## config.mk

```make
export PLATFORM = sky130hd
export DESIGN_NAME = press_capture
export DESIGN_NICKNAME = d
export VERILOG_FILES = /design/src/rtl/press_capture_pkg.sv /design/src/rtl/press_sync.sv /design/src/rtl/press_tracker.sv /design/src/rtl/press_capture.sv
export SDC_FILE = /design/constraint.sdc
export NUM_CORES = 1
export LEC_CHECK = 0
export BUFFER_PORTS_ARGS = -buffer_cell sky130_fd_sc_hd__buf_2
export CORE_AREA = 5 5 42 44
export DETAILED_ROUTE_END_ITERATION = 8
export DIE_AREA = 0 0 47 49
export PLACE_DENSITY = 0.43
export SYNTH_ARGS = -nofsm -noshare
export SYNTH_HDL_FRONTEND = slang
export SYNTH_SLANG_ARGS = --single-unit
export TNS_END_PERCENT = 30
```

## constraint.sdc

```tcl
create_clock -name clk_i -period 4 [get_ports clk_i]
set_input_delay 0.4 -clock clk_i [delete_from_list [all_inputs] [get_ports clk_i]]
set_output_delay 0.4 -clock clk_i [all_outputs]
set_load 0.005 [all_outputs]
```

## src/rtl/press_capture_pkg.sv

```systemverilog
package press_capture_pkg;
  localparam int unsigned TRK_W = 2;

  typedef enum logic [TRK_W-1:0] {
    TRK_IDLE  = 2'd0,
    TRK_FIRST = 2'd1,
    TRK_HELD  = 2'd2
  } trk_state_e;
endpackage

```

## src/rtl/press_sync.sv

```systemverilog
module press_sync #(
  parameter int unsigned STAGES = 2
) (
  input  logic clk_i,
  input  logic rst_ni,
  input  logic async_i,
  output logic sync_o
);
  logic [STAGES-1:0] chain_q;

  // reset to released level (lines are active low)
  always_ff @(posedge clk_i or negedge rst_ni) begin
    if (!rst_ni) chain_q <= '1;
    else         chain_q <= {chain_q[STAGES-2:0], async_i};
  end

  assign sync_o = chain_q[STAGES-1];
endmodule

```

## src/rtl/press_tracker.sv

```systemverilog
module press_tracker
  import press_capture_pkg::*;
(
  input  logic clk_i,
  input  logic rst_ni,
  input  logic pressed_i,
  output logic hit_o
);
  logic [TRK_W-1:0] st_q;
  logic [TRK_W-1:0] st_d;

  always_comb begin
    unique case (st_q)
      TRK_IDLE:  st_d = pressed_i ? TRK_FIRST : TRK_IDLE;
      TRK_FIRST: st_d = pressed_i ? TRK_HELD  : TRK_IDLE;
      TRK_HELD:  st_d = pressed_i ? TRK_HELD  : TRK_IDLE;
      default:   st_d = TRK_IDLE;
    endcase
  end

  always_ff @(posedge clk_i or negedge rst_ni) begin
    if (!rst_ni) st_q <= TRK_IDLE;
    else         st_q <= st_d;
  end

  // capture on the edge that enters FIRST
  assign hit_o = (st_d == TRK_FIRST);


  trk_legal_chk: assert property (@(posedge clk_i) disable iff (!rst_ni)
    st_q != 2'd3);


  first_once_chk: assert property (@(posedge clk_i) disable iff (!rst_ni)
    (st_q == TRK_FIRST) |=> (st_q != TRK_FIRST));


  release_idle_chk: assert property (@(posedge clk_i) disable iff (!rst_ni)
    !pressed_i |=> (st_q == TRK_IDLE));
endmodule

```

## src/rtl/press_capture.sv

```systemverilog
module press_capture #(
  parameter int unsigned NUM_BTN     = 2,
  parameter int unsigned SYNC_STAGES = 2
) (
  input  logic               clk_i,
  input  logic               rst_ni,
  input  logic [NUM_BTN-1:0] btn_ni,
  input  logic               data_i,
  output logic               led_o
);
  logic [NUM_BTN-1:0] btn_sync;
  logic [NUM_BTN-1:0] hit;
  logic               load;
  logic               led_q;

  for (genvar g = 0; g < NUM_BTN; g++) begin : g_btn
    press_sync #(.STAGES(SYNC_STAGES)) u_sync (
      .clk_i  (clk_i),
      .rst_ni (rst_ni),
      .async_i(btn_ni[g]),
      .sync_o (btn_sync[g])
    );

    press_tracker u_trk (
      .clk_i    (clk_i),
      .rst_ni   (rst_ni),
      .pressed_i(~btn_sync[g]),
      .hit_o    (hit[g])
    );
  end

  assign load = |hit;

  always_ff @(posedge clk_i or negedge rst_ni) begin
    if (!rst_ni)   led_q <= 1'b0;
    else if (load) led_q <= data_i;
  end

  assign led_o = led_q;


  load_takes_data_chk: assert property (@(posedge clk_i) disable iff (!rst_ni)
    load |=> (led_o == $past(data_i)));


  hold_value_chk: assert property (@(posedge clk_i) disable iff (!rst_ni)
    !load |=> $stable(led_o));
endmodule

```

==> reports/metrics.yaml <==
synthesis:
  post_synth_num_cell_types: 10
  avgSynthCellArea_um2: 14.6
  syn_area_um2: 365
  synth_top_cells_by_area: "dfrtp_1, dfstp_2, ha_1, inv_1, nor3b_4"
  yosys_warnings: 0
  syn_inst: 25
  ys_seq_area_share_pct: 63.0
  yosysTopAreaCell: "dfrtp_1"
  synth_top_area_share_pct: 34.2
  ys_ff_latch: 9
  syn_nets: 34
grt:
  grt_pass1_vias: 216
  antenna_found_initial: 0
  grt.total_usage_pct: 5.34
  grt_overflow_total: 0
  grt_max_degree: 10
  grt_pass1_wl_um: 800
final_layout:
  multi_input_area_um2: 116
  area_growth_pct: 22.3
  fin_cells: 51
  final_nets: 45
  insertedDiodeCount: 0
  nFillCells: 147
  seq_area_um2: 230
  final_cell_mix: "inv_1, dfrtp_1, buf_2"
  drive_above_1_share_pct: 42.9
die:
  rows: 14
  initial_core_util_pct: 26.1
  io_pins: 6
  die_h_um: 49
  die_area_mm2: 0.00230
  core_region_area_mm2: 0.00140
  fp.dieW_um: 47
clock_network:
  post_cts.repair.setup_buffers: 0
  cts_tree: "yes"
  clk_latency_ns: 0.25
  cts-resized-gates: 0
  clock_path_buffers: 2
  cts_root_buffer: "clkbuf_4"
  numCtsBuffers: 3
  cts_htree_levels: 1
  cts_sinks: 9
  cts.clk_slew.worst_paths_ns: 0.06
setup_path:
  r2r-start: "g_btn[0].u_trk.st_q[0]"
  r2r_cells: 4
  worst-setup-path-type: "flop to flop"
  max_stage_delay_ns: 0.37
  cp_top_family: "flip-flops"
  crit_required_ns: 4.14
  path_max_fanout: 2
  crit_buf_inv: 0
  arrival_ns: 1.49
  r2r_setup_slack_ns: 2.65
  cp_cell_sequence: "ha_1 -> nand2b_1 -> a22oi_2 -> mux2_4"
  r2r-end: "led_o"
  cp-end-kind: "flop"
  worstSetupStartpointType: "flop"
  slowest_stage: "dfrtp_1"
power_and_ir_drop:
  powerDensity_mw_per_mm2: 564
  vdd_ir_drop_max_mv: 0.227
  p_leak_nw: 0.216
timing:
  final_hold_viol_count: 0
  maxSlewViolCount: 0
  rsz0062_at_grt: "false"
  worst_slew_pin_slew_ns: 0.188
  maxSlewHeadroom_pct: 87.5
  period_share_pct: 33.8
  fmax_mhz: 740
  fin_tns_setup_ns: 0
  fin_skew_ns: 0.00245
  fin_crit_ns: 1.35
  setup_violations: 0
placement:
  place.gp.congestion: 0.673
  dp_hpwl_um: 366
  portBuffers: 5
  dp_cells: 46
hold_path:
  hold_start: "btn_ni[1]"
  holdPathStages: 1
  hold_path_class: "input port to flop"
  holdPathEnd: "g_btn[1].u_sync.chain_q[0]"
detailed_routing:
  wirelength_um: 433
  drt_first_pass_iters: 1
  routedWlPerCell_um: 8.49
  drt_iter0_markers: 0
  num_vias: 203
  postRouteAntennaNets: 0
  viasPerCell: 3.98
  drc: 0
outcome:
  status: "finished clean"
job:
  drv_cap: 0
[synth_stat cells]
cell and n:
a22oi_2 1, nand2b_1 1, ha_1 4, inv_1 5, nor2_1 2, nor2b_1 1, mux2_4 1, nor3b_4 1
dfrtp_1 5, dfstp_2 4
[stage by stage]
stage | worst slack (ns) | total power, W | instance area [µm²] | hold slack (ns) | util, %
after global placement | 2.65 | 0.000186 | 410 | 0.250 | 29.3
after detailed placement | 2.65 | 0.000188 | 410 | 0.253 | 29.3
after global routing | 2.58 | 0.000271 | 447 | 0.225 | 31.9
after CTS | 2.64 | 0.000259 | 447 | 0.228 | 31.9
after floorplan | 2.69 | 0.000170 | 365 | 0.104 | -
final | 2.65 | 0.000252 | 447 | 0.239 | 31.9
[where the power goes]
group / switching, W / internal [W]
Combinational: 0.0000289 / 0.0000370
Clock: 0.0000287 / 0.0000382
Sequential: 0.00000853 / 0.000111
[state kept, by name, summed over array words and instances, names as in the netlist]
name                  count
g_btn.u_sync.chain_q      4
g_btn.u_trk.st_q          4
led_o                     1
[worst register-to-register path: cells and delay by family (launching register included)]
kind	cells	cell delay [ns]
flip-flops	1	0.37
multiplexers	1	0.31
AO/OA/AOI/OAI	1	0.20
adder cells (fa/ha/maj)	1	0.19
AND/OR/NAND/NOR	1	0.16
[layer usage]
metal	global-route usage, %	part of all wire [%]	routed length (µm)	vias up
li1	-	-	-	95
met1	5.69	42	180	99
met2	6.56	48	208	7
met3	2.21	6.2	27	2
met4	6.91	3.9	17	0
met5	0	0	0	-
[cell families (layout without fill, tap and decap cells)]
kind of cell             after synthesis  in the layout  synth area share (%)
AO/OA/AOI/OAI                          1              1                  3.42
adder cells (fa/ha/maj)                4              4                  13.7
buffers and inverters                  5             15                  5.14
flip-flops                             9              9                  63.0
multiplexers                           1              1                  4.11
AND/OR/NAND/NOR                        5              5                  10.6
[layout make-up]
| type | instances | share of cell area [%] |
|---|---|---|
| timing repair buffer | 6 | 7.84 |
| clock buffer | 4 | 5.88 |
| sequential | 9 | 51.5 |
| inverter | 5 | 4.20 |
| multi-input combinational | 11 | 26.1 |
| tap | 16 | 4.48 |
[worst max path at each step]
stage | endpoint | startpoint | slack, ns | cells past startpoint
final | led_o | g_btn[0].u_trk.st_q[0] | 2.65 | 4
after global routing | led_o | g_btn[0].u_trk.st_q[0] | 2.58 | 5
after CTS | led_o | g_btn[0].u_trk.st_q[0] | 2.64 | 4
after detailed placement | led_o | g_btn[0].u_trk.st_q[0] | 2.65 | 5
after global placement | led_o | g_btn[0].u_trk.st_q[0] | 2.65 | 4
after floorplan | led_o | g_btn[0].u_trk.st_q[0] | 2.69 | 5
[repair_timing]
action | in CTS | in global routing
hold buffers | 1 | 0
endpoints found under the setup margin | 0 | 0
endpoints found under the hold margin | 5 | 0
Power figures use the tool's default switching activity.
